[src/rtl/ddr3_init_pkg.sv]
`timescale 1ns/1ps
package ddr3_init_pkg;

   // Sequencer phases; each timed phase owns the shared down-counter.
   typedef enum logic [2:0] {
      ST_RST      = 3'd0,
      ST_CKE_WAIT = 3'd1,
      ST_XPR      = 3'd2,
      ST_MRS      = 3'd3,
      ST_MRS_GAP  = 3'd4,
      ST_ZQCL     = 3'd5,
      ST_ZQ_WAIT  = 3'd6,
      ST_DONE     = 3'd7
   } init_state_e;

   // Command strobes as driven on the pins (all active low).
   typedef struct packed {
      logic cs_n;
      logic ras_n;
      logic cas_n;
      logic we_n;
   } cmd_pins_t;

   localparam cmd_pins_t PINS_NOP  = '{cs_n: 1'b0, ras_n: 1'b1, cas_n: 1'b1, we_n: 1'b1};
   localparam cmd_pins_t PINS_MRS  = '{cs_n: 1'b0, ras_n: 1'b0, cas_n: 1'b0, we_n: 1'b0};
   localparam cmd_pins_t PINS_ZQCL = '{cs_n: 1'b0, ras_n: 1'b1, cas_n: 1'b1, we_n: 1'b0};

   // Address bit that selects the long calibration variant.
   localparam int unsigned ZQ_LONG_BIT = 10;

   // Mode register written at each step of the write phase (mandated order).
   function automatic logic [1:0] mr_target(input logic [1:0] step);
      case (step)
         2'd0:    return 2'd2;
         2'd1:    return 2'd3;
         2'd2:    return 2'd1;
         default: return 2'd0;
      endcase
   endfunction

   function automatic int unsigned umax(input int unsigned a, input int unsigned b);
      return (a > b) ? a : b;
   endfunction

endpackage

[src/rtl/ddr3_init_timer.sv]
`timescale 1ns/1ps
module ddr3_init_timer #(
   parameter int unsigned CNT_W   = 8,
   parameter int unsigned RST_VAL = 1
) (
   input  logic             clk,
   input  logic             rst_n,
   input  logic             load_i,
   input  logic [CNT_W-1:0] load_val_i,
   output logic             zero_o
);

   logic [CNT_W-1:0] cnt_q;

   always_ff @(posedge clk) begin
      if (!rst_n) begin
         cnt_q <= CNT_W'(RST_VAL);
      end else if (load_i) begin
         cnt_q <= load_val_i;
      end else if (cnt_q != '0) begin
         cnt_q <= cnt_q - 1'b1;
      end
   end

   assign zero_o = (cnt_q == '0);

   // the sequencer may only reload the counter once the running interval has ended
   load_at_zero_chk: assert property (@(posedge clk) disable iff (!rst_n)
      load_i |-> zero_o);

endmodule

[src/rtl/ddr3_init_fsm.sv]
`timescale 1ns/1ps
module ddr3_init_fsm
   import ddr3_init_pkg::*;
#(
   parameter int unsigned CNT_W        = 8,
   parameter int unsigned CKE_WAIT_CYC = 4,
   parameter int unsigned XPR_CYC      = 4,
   parameter int unsigned MRD_CYC      = 4,
   parameter int unsigned MOD_CYC      = 12,
   parameter int unsigned ZQINIT_CYC   = 16
) (
   input  logic             clk,
   input  logic             rst_n,
   input  logic             tmr_zero_i,
   output logic             tmr_load_o,
   output logic [CNT_W-1:0] tmr_val_o,
   output init_state_e      state_o,
   output logic [1:0]       step_o
);

   // A timed phase of N cycles loads N-1; the gap phases follow a one-cycle
   // command phase, so they load N-2 to keep command-to-command spacing at N.
   localparam logic [CNT_W-1:0] LD_CKE = CNT_W'(CKE_WAIT_CYC - 1);
   localparam logic [CNT_W-1:0] LD_XPR = CNT_W'(XPR_CYC - 1);
   localparam logic [CNT_W-1:0] LD_MRD = CNT_W'(MRD_CYC - 2);
   localparam logic [CNT_W-1:0] LD_MOD = CNT_W'(MOD_CYC - 2);
   localparam logic [CNT_W-1:0] LD_ZQ  = CNT_W'(ZQINIT_CYC - 2);
   localparam logic [1:0]       LAST_STEP = 2'd3;

   init_state_e state_q, state_d;
   logic [1:0]  step_q, step_d;

   always_comb begin
      state_d    = state_q;
      step_d     = step_q;
      tmr_load_o = 1'b0;
      tmr_val_o  = '0;
      case (state_q)
         ST_RST: begin
            if (tmr_zero_i) begin
               state_d    = ST_CKE_WAIT;
               tmr_load_o = 1'b1;
               tmr_val_o  = LD_CKE;
            end
         end
         ST_CKE_WAIT: begin
            if (tmr_zero_i) begin
               state_d    = ST_XPR;
               tmr_load_o = 1'b1;
               tmr_val_o  = LD_XPR;
            end
         end
         ST_XPR: begin
            if (tmr_zero_i) begin
               state_d = ST_MRS;
            end
         end
         ST_MRS: begin
            state_d    = ST_MRS_GAP;
            tmr_load_o = 1'b1;
            tmr_val_o  = (step_q == LAST_STEP) ? LD_MOD : LD_MRD;
         end
         ST_MRS_GAP: begin
            if (tmr_zero_i) begin
               if (step_q == LAST_STEP) begin
                  state_d = ST_ZQCL;
               end else begin
                  state_d = ST_MRS;
                  step_d  = step_q + 2'd1;
               end
            end
         end
         ST_ZQCL: begin
            state_d    = ST_ZQ_WAIT;
            tmr_load_o = 1'b1;
            tmr_val_o  = LD_ZQ;
         end
         ST_ZQ_WAIT: begin
            if (tmr_zero_i) begin
               state_d = ST_DONE;
            end
         end
         default: begin
            state_d = ST_DONE;
         end
      endcase
   end

   always_ff @(posedge clk) begin
      if (!rst_n) begin
         state_q <= ST_RST;
         step_q  <= 2'd0;
      end else begin
         state_q <= state_d;
         step_q  <= step_d;
      end
   end

   assign state_o = state_q;
   assign step_o  = step_q;

   // each new register write advances the write index by exactly one
   mrs_step_advance_chk: assert property (@(posedge clk) disable iff (!rst_n)
      (state_q == ST_MRS && $past(state_q) == ST_MRS_GAP) |-> (step_q == 2'($past(step_q) + 2'd1)));

   // calibration is entered only from the gap that follows the final write
   zq_after_last_mrs_chk: assert property (@(posedge clk) disable iff (!rst_n)
      (state_q == ST_ZQCL) |-> ($past(state_q) == ST_MRS_GAP && step_q == LAST_STEP));

endmodule

[src/rtl/ddr3_init_cmd_enc.sv]
`timescale 1ns/1ps
module ddr3_init_cmd_enc
   import ddr3_init_pkg::*;
#(
   parameter int unsigned ROW_W   = 16,
   parameter int unsigned BANK_W  = 3,
   parameter bit          REG_OUT = 1'b1
) (
   input  logic              clk,
   input  logic              rst_n,
   input  init_state_e       state_i,
   input  logic [1:0]        step_i,
   input  logic [ROW_W-1:0]  mr0_op_i,
   input  logic [ROW_W-1:0]  mr1_op_i,
   input  logic [ROW_W-1:0]  mr2_op_i,
   input  logic [ROW_W-1:0]  mr3_op_i,
   output logic              reset_n_o,
   output logic              cke_o,
   output logic              odt_o,
   output cmd_pins_t         cmd_o,
   output logic [BANK_W-1:0] ba_o,
   output logic [ROW_W-1:0]  addr_o,
   output logic              done_o
);

   logic              nxt_reset_n;
   logic              nxt_cke;
   logic              nxt_done;
   cmd_pins_t         nxt_cmd;
   logic [BANK_W-1:0] nxt_ba;
   logic [ROW_W-1:0]  nxt_addr;
   logic [1:0]        target;
   logic [ROW_W-1:0]  sel_op;

   assign target = mr_target(step_i);

   always_comb begin
      case (target)
         2'd0:    sel_op = mr0_op_i;
         2'd1:    sel_op = mr1_op_i;
         2'd2:    sel_op = mr2_op_i;
         default: sel_op = mr3_op_i;
      endcase
   end

   always_comb begin
      nxt_reset_n = (state_i != ST_RST);
      nxt_cke     = (state_i != ST_RST) && (state_i != ST_CKE_WAIT);
      nxt_done    = (state_i == ST_DONE);
      nxt_cmd     = PINS_NOP;
      nxt_ba      = '0;
      nxt_addr    = '0;
      case (state_i)
         ST_MRS: begin
            nxt_cmd  = PINS_MRS;
            nxt_ba   = BANK_W'(target);
            nxt_addr = sel_op;
         end
         ST_ZQCL: begin
            nxt_cmd  = PINS_ZQCL;
            nxt_addr = ROW_W'(1) << ZQ_LONG_BIT;
         end
         default: ;
      endcase
   end

   generate
      if (REG_OUT) begin : g_reg_out
         always_ff @(posedge clk) begin
            if (!rst_n) begin
               reset_n_o <= 1'b0;
               cke_o     <= 1'b0;
               odt_o     <= 1'b0;
               cmd_o     <= PINS_NOP;
               ba_o      <= '0;
               addr_o    <= '0;
               done_o    <= 1'b0;
            end else begin
               reset_n_o <= nxt_reset_n;
               cke_o     <= nxt_cke;
               odt_o     <= 1'b0;
               cmd_o     <= nxt_cmd;
               ba_o      <= nxt_ba;
               addr_o    <= nxt_addr;
               done_o    <= nxt_done;
            end
         end
      end else begin : g_comb_out
         assign reset_n_o = nxt_reset_n;
         assign cke_o     = nxt_cke;
         assign odt_o     = 1'b0;
         assign cmd_o     = nxt_cmd;
         assign ba_o      = nxt_ba;
         assign addr_o    = nxt_addr;
         assign done_o    = nxt_done;
      end
   endgenerate

endmodule

[src/rtl/ddr3_init_seq.sv]
`timescale 1ns/1ps
module ddr3_init_seq
   import ddr3_init_pkg::*;
#(
   parameter int unsigned ROW_W        = 16,
   parameter int unsigned BANK_W       = 3,
   parameter int unsigned RST_HOLD_CYC = 50000,
   parameter int unsigned CKE_WAIT_CYC = 125000,
   parameter int unsigned XPR_CYC      = 90,
   parameter int unsigned MRD_CYC      = 4,
   parameter int unsigned MOD_CYC      = 12,
   parameter int unsigned ZQINIT_CYC   = 512,
   parameter bit          REG_OUT      = 1'b1
) (
   input  logic              clk,
   input  logic              rst_n,
   input  logic [ROW_W-1:0]  mr0_op,
   input  logic [ROW_W-1:0]  mr1_op,
   input  logic [ROW_W-1:0]  mr2_op,
   input  logic [ROW_W-1:0]  mr3_op,
   output logic              ddr_reset_n,
   output logic              ddr_cke,
   output logic              ddr_odt,
   output logic              ddr_cs_n,
   output logic              ddr_ras_n,
   output logic              ddr_cas_n,
   output logic              ddr_we_n,
   output logic [BANK_W-1:0] ddr_ba,
   output logic [ROW_W-1:0]  ddr_addr,
   output logic              init_done
);

   localparam int unsigned MAX_A   = umax(RST_HOLD_CYC, CKE_WAIT_CYC);
   localparam int unsigned MAX_B   = umax(XPR_CYC, umax(MRD_CYC, MOD_CYC));
   localparam int unsigned MAX_CYC = umax(umax(MAX_A, MAX_B), ZQINIT_CYC);
   localparam int unsigned CNT_W   = $clog2(MAX_CYC + 1);

   generate
      if (ROW_W < ZQ_LONG_BIT + 1) begin : g_bad_row_w
         $error("ROW_W must reach the calibration select bit");
      end
      if (BANK_W < 2) begin : g_bad_bank_w
         $error("BANK_W must address four mode registers");
      end
      if (RST_HOLD_CYC < 1 || CKE_WAIT_CYC < 1 || XPR_CYC < 1) begin : g_bad_wait
         $error("reset, clock-enable and exit intervals must be at least one cycle");
      end
      if (MRD_CYC < 2 || MOD_CYC < 2 || ZQINIT_CYC < 2) begin : g_bad_gap
         $error("command gaps must be at least two cycles");
      end
   endgenerate

   logic             tmr_load;
   logic [CNT_W-1:0] tmr_val;
   logic             tmr_zero;
   init_state_e      state;
   logic [1:0]       step;
   cmd_pins_t        cmd;

   ddr3_init_timer #(
      .CNT_W   (CNT_W),
      .RST_VAL (RST_HOLD_CYC)
   ) u_timer (
      .clk        (clk),
      .rst_n      (rst_n),
      .load_i     (tmr_load),
      .load_val_i (tmr_val),
      .zero_o     (tmr_zero)
   );

   ddr3_init_fsm #(
      .CNT_W        (CNT_W),
      .CKE_WAIT_CYC (CKE_WAIT_CYC),
      .XPR_CYC      (XPR_CYC),
      .MRD_CYC      (MRD_CYC),
      .MOD_CYC      (MOD_CYC),
      .ZQINIT_CYC   (ZQINIT_CYC)
   ) u_fsm (
      .clk        (clk),
      .rst_n      (rst_n),
      .tmr_zero_i (tmr_zero),
      .tmr_load_o (tmr_load),
      .tmr_val_o  (tmr_val),
      .state_o    (state),
      .step_o     (step)
   );

   ddr3_init_cmd_enc #(
      .ROW_W   (ROW_W),
      .BANK_W  (BANK_W),
      .REG_OUT (REG_OUT)
   ) u_enc (
      .clk       (clk),
      .rst_n     (rst_n),
      .state_i   (state),
      .step_i    (step),
      .mr0_op_i  (mr0_op),
      .mr1_op_i  (mr1_op),
      .mr2_op_i  (mr2_op),
      .mr3_op_i  (mr3_op),
      .reset_n_o (ddr_reset_n),
      .cke_o     (ddr_cke),
      .odt_o     (ddr_odt),
      .cmd_o     (cmd),
      .ba_o      (ddr_ba),
      .addr_o    (ddr_addr),
      .done_o    (init_done)
   );

   assign ddr_cs_n  = cmd.cs_n;
   assign ddr_ras_n = cmd.ras_n;
   assign ddr_cas_n = cmd.cas_n;
   assign ddr_we_n  = cmd.we_n;


   cke_low_in_reset_chk: assert property (@(posedge clk) disable iff (!rst_n)
      !ddr_reset_n |-> !ddr_cke);


   cke_stays_high_chk: assert property (@(posedge clk) disable iff (!rst_n)
      ddr_cke |=> ddr_cke);


   reset_pin_sticky_chk: assert property (@(posedge clk) disable iff (!rst_n)
      ddr_reset_n |=> ddr_reset_n);


   cmd_only_when_awake_chk: assert property (@(posedge clk) disable iff (!rst_n)
      (!ddr_cs_n && !(ddr_ras_n && ddr_cas_n && ddr_we_n)) |-> (ddr_cke && ddr_reset_n && !init_done));


   done_sticky_chk: assert property (@(posedge clk) disable iff (!rst_n)
      init_done |=> init_done);

endmodule

[config.mk]
export PLATFORM = sky130hd
export DESIGN_NAME = ddr3_init_seq
export DESIGN_NICKNAME = d
export VERILOG_FILES = /design/src/rtl/ddr3_init_pkg.sv /design/src/rtl/ddr3_init_timer.sv /design/src/rtl/ddr3_init_fsm.sv /design/src/rtl/ddr3_init_cmd_enc.sv /design/src/rtl/ddr3_init_seq.sv
export SDC_FILE = /design/constraint.sdc
export NUM_CORES = 1
export LEC_CHECK = 0
export BUFFER_PORTS_ARGS = -buffer_cell sky130_fd_sc_hd__buf_2
export CAP_MARGIN = 40
export CORE_MARGIN = 1
export CORE_UTILIZATION = 25
export CTS_CLUSTER_SIZE = 40
export DETAILED_ROUTE_END_ITERATION = 10
export GPL_TIMING_DRIVEN = 0
export PLACE_DENSITY = 0.47
export SYNTH_ARGS = -nofsm -noshare
export SYNTH_HDL_FRONTEND = slang
export SYNTH_HIERARCHICAL = 1
export SYNTH_SLANG_ARGS = --single-unit
[constraint.sdc]
create_clock -name clk -period 3.7 [get_ports clk]
set_input_delay 0.37 -clock clk [delete_from_list [all_inputs] [get_ports clk]]
set_output_delay 0.37 -clock clk [all_outputs]
set_load 0.01 [all_outputs]
==> results.cfg <==
[power_and_ir_drop]
switchingPower_uw = 246
clkPwrFrac = 0.431
p_per_area_nw_per_um2 = 324
netSwitchingFraction = 0.230
comb_power_share = 0.095
power.total_mw = 1.07
p_leak_nw = 1.50
peakVddDrop_uv = 205
internal_power_uw = 824
seq_power_share = 0.474

[critical_path]
worstPathRequired_ns = 3.92
critPathLaunchType = register
crit_slowest_cell = or4b_4
cp.arrival_ns = 3.60
worstPathCellList = inv_1 > ha_1 > or4b_4 > or3_1 > buf_6 > nor2_8 > nand2b_1 > a21oi_1 > nand2b_1 > clkbuf_1 > clkbuf_1 > nand3_1 > o21ai_0
cp-end-kind = register
worst-setup-path-type = reg2reg
critPathMaxFanout = 14
slowest_delay_ns = 0.49

[detailed_routing]
initialDrtViolationCount = 99
drc = 0
dr.pass1.iters = 4
final_antenna_net_count = 0
wire_per_inst_um = 13.6
via_count = 2381
routed_wl_mm = 7.11
vias_per_cell = 4.54

[logic_synthesis]
synth_edf_count = 0
syn-instance-count = 290
ys_seq_elements = 45
synth_seq_area_share = 0.354
ys_async_sr_fraction = 0
synth_top_area_share = 0.354
synth_cell_types = 57
yosys_warnings = 6
synth_area_leaders = dfxtp_1 (35%), buf_4 (5.0%), a22oi_1 (4.4%)
syn_area_per_cell_um2 = 8.77
synth_area_um2 = 2540
synthFlopType = dfxtp_1
synth_largest_area_cell = dfxtp_1

[clocking]
clock_path_buffers = 2
root_buffer = clkbuf_8
cts.sinks = 45
hold_buffers = 0
tritoncts = done
cts_made_buffers = 5
htreeDepth = 2
worstSkewPairLatency_ns = 0.30
clk_pin_slew_ns = 0.10

[placement]
place_congestion = 0.785
port_buffers = 89
hpwl_mm = 5.38
dp_cells = 516

[grt]
antenna_found_initial = 0
grt_util_all_layers = 0.134
grt_first_pass_wirelength_mm = 10.8
grt_pass1_vias = 2085
gr-total-overflow = 0
grt_max_degree = 16

[flow_run]
drv_cap = 0

[finish]
areaGrowthSynthToFinish_pct = 30.1
drive_above_1_share = 0.379
instances_no_fill = 524
nets = 463
diodes = 0

[die]
io_pins = 93
die_w_um = 103
rows = 36
initial_core_util = 0.259
dieArea_um2 = 10600
dieHeight_um = 103
fp.coreArea_um2 = 9820

[timing]
setup_viol = 0
slew_headroom = 0.556
max_freq_ghz = 0.296
rsz0062_at_grt = false
tns_ns = 0
fin_skew_ns = 0.0103
final-max-slew-violation-count = 0
hold_viol = 0
timing.final.crit_period_ns = 3.38
period_share = 0.915
tightest_slew_ns = 0.660

[worst_hold_path]
hp-class = in2reg

[status]
status = complete, no violations
[flip-flops by register name, indices dropped and copies added, names as in the netlist]
register         flops
u_enc/addr_o        16
u_enc/cmd_o          2
u_enc/cke_o          1
u_fsm/step_o         2
u_timer/cnt_q       17
u_enc/done_o         1
u_enc/reset_n_o      1
u_enc/ba_o           2
u_fsm/state_o        3
[path summary, 6_finish.rpt]
path / start / end / slack (ns) / cells past startpoint
hold / removal: mr3_op[8] / u_enc/addr_o[8] / 0.31 / 3
setup reg to reg: u_timer/cnt_q[0] / u_timer/cnt_q[13] / 0.32 / 13
hold reg to reg: u_timer/cnt_q[1] / u_timer/cnt_q[1] / 0.52 / 2
setup / recovery: u_timer/cnt_q[0] / u_timer/cnt_q[13] / 0.32 / 13
[cell usage in the layout, fill, tap and decap left out, types with 6 or more instances in the layout]
| cell | count |
|---|---|
| a221oi_1 | 8 |
| nand3_1 | 10 |
| conb_1 | 6 |
| nor2_1 | 16 |
| ha_1 | 7 |
| nand2_1 | 15 |
| a22oi_1 | 15 |
| buf_2 | 97 |
| a221oi_2 | 7 |
| buf_4 | 17 |
| o21ai_0 | 12 |
| a21oi_1 | 21 |
| inv_1 | 23 |
| dfxtp_1 | 45 |
[critical path, delay by kind of cell (launching register included)]
kind,cells,cell delay (ns)
AO/OA/AOI/OAI,2,0.34
adder cells (fa/ha/maj),1,0.21
buffers and inverters,4,0.92
flip-flops,1,0.35
AND/OR/NAND/NOR,6,1.48
[power by group through the flow]
stage / sequential (mW) / clock (mW) / combinational (mW)
final: 0.507 / 0.462 / 0.101
after global routing: 0.509 / 0.494 / 0.115
after CTS: 0.507 / 0.473 / 0.102
after detailed placement: 0.518 / 0 / 0.101
after global placement: 0.518 / 0 / 0.101
after floorplan: 0.514 / 0 / 0.0551
[cell families after synthesis]
group	share of synthesized area
compound gates	0.267
xor+xnor	0.0276
other cells	0.00295
simple gates	0.190
buf+inv	0.116
mux	0.00787
fa+ha+maj	0.0344
flops	0.354
[layout make-up]
cell class	instances	area, um^2
Clock inverter	3	68.8
Fill cell	1060	6510
Timing Repair Buffer	89	445
Inverter	23	86.3
Tap cell	133	166
Buffer	33	209
Multi-Input combinational cell	193	1360
Sequential cell	45	901
Clock buffer	5	68.8
[per-stage QoR]
stage / utilization / instance area, um^2 / worst slack (ns) / hold slack (ns)
final: 0.337 / 3310 / 0.316 / 0.313
after global routing: 0.337 / 3310 / 0.0211 / 0.303
after CTS: 0.337 / 3310 / 0.0913 / 0.301
after detailed placement: 0.323 / 3170 / 0.127 / 0.515
after global placement: 0.323 / 3170 / 0.122 / 0.509
after floorplan: - / 2560 / 0.728 / 0.479
[timing repair]
action | CTS | global route
resized for setup | 0 | 2
buffers inserted | 0 | 0
setup endpoints to repair | 0 | 6
[synth_stat cells (all sizes together), types with 10 or more instances]
master,instances
dfxtp,45
buf,26
inv,23
a21oi,21
nor2,18
a221oi,15
a22oi,15
nand2,15
o21ai,15
nand3,10
[layer usage]
layer  vias up  share of wire  global-route usage
met5         -              0                   0
met4         0         0.0059              0.0303
met3         4          0.083              0.0312
met2        94           0.45               0.233
met1      1060           0.46               0.167
li1       1223              -                   -
Note: power is estimated with default switching activity, not from simulation.
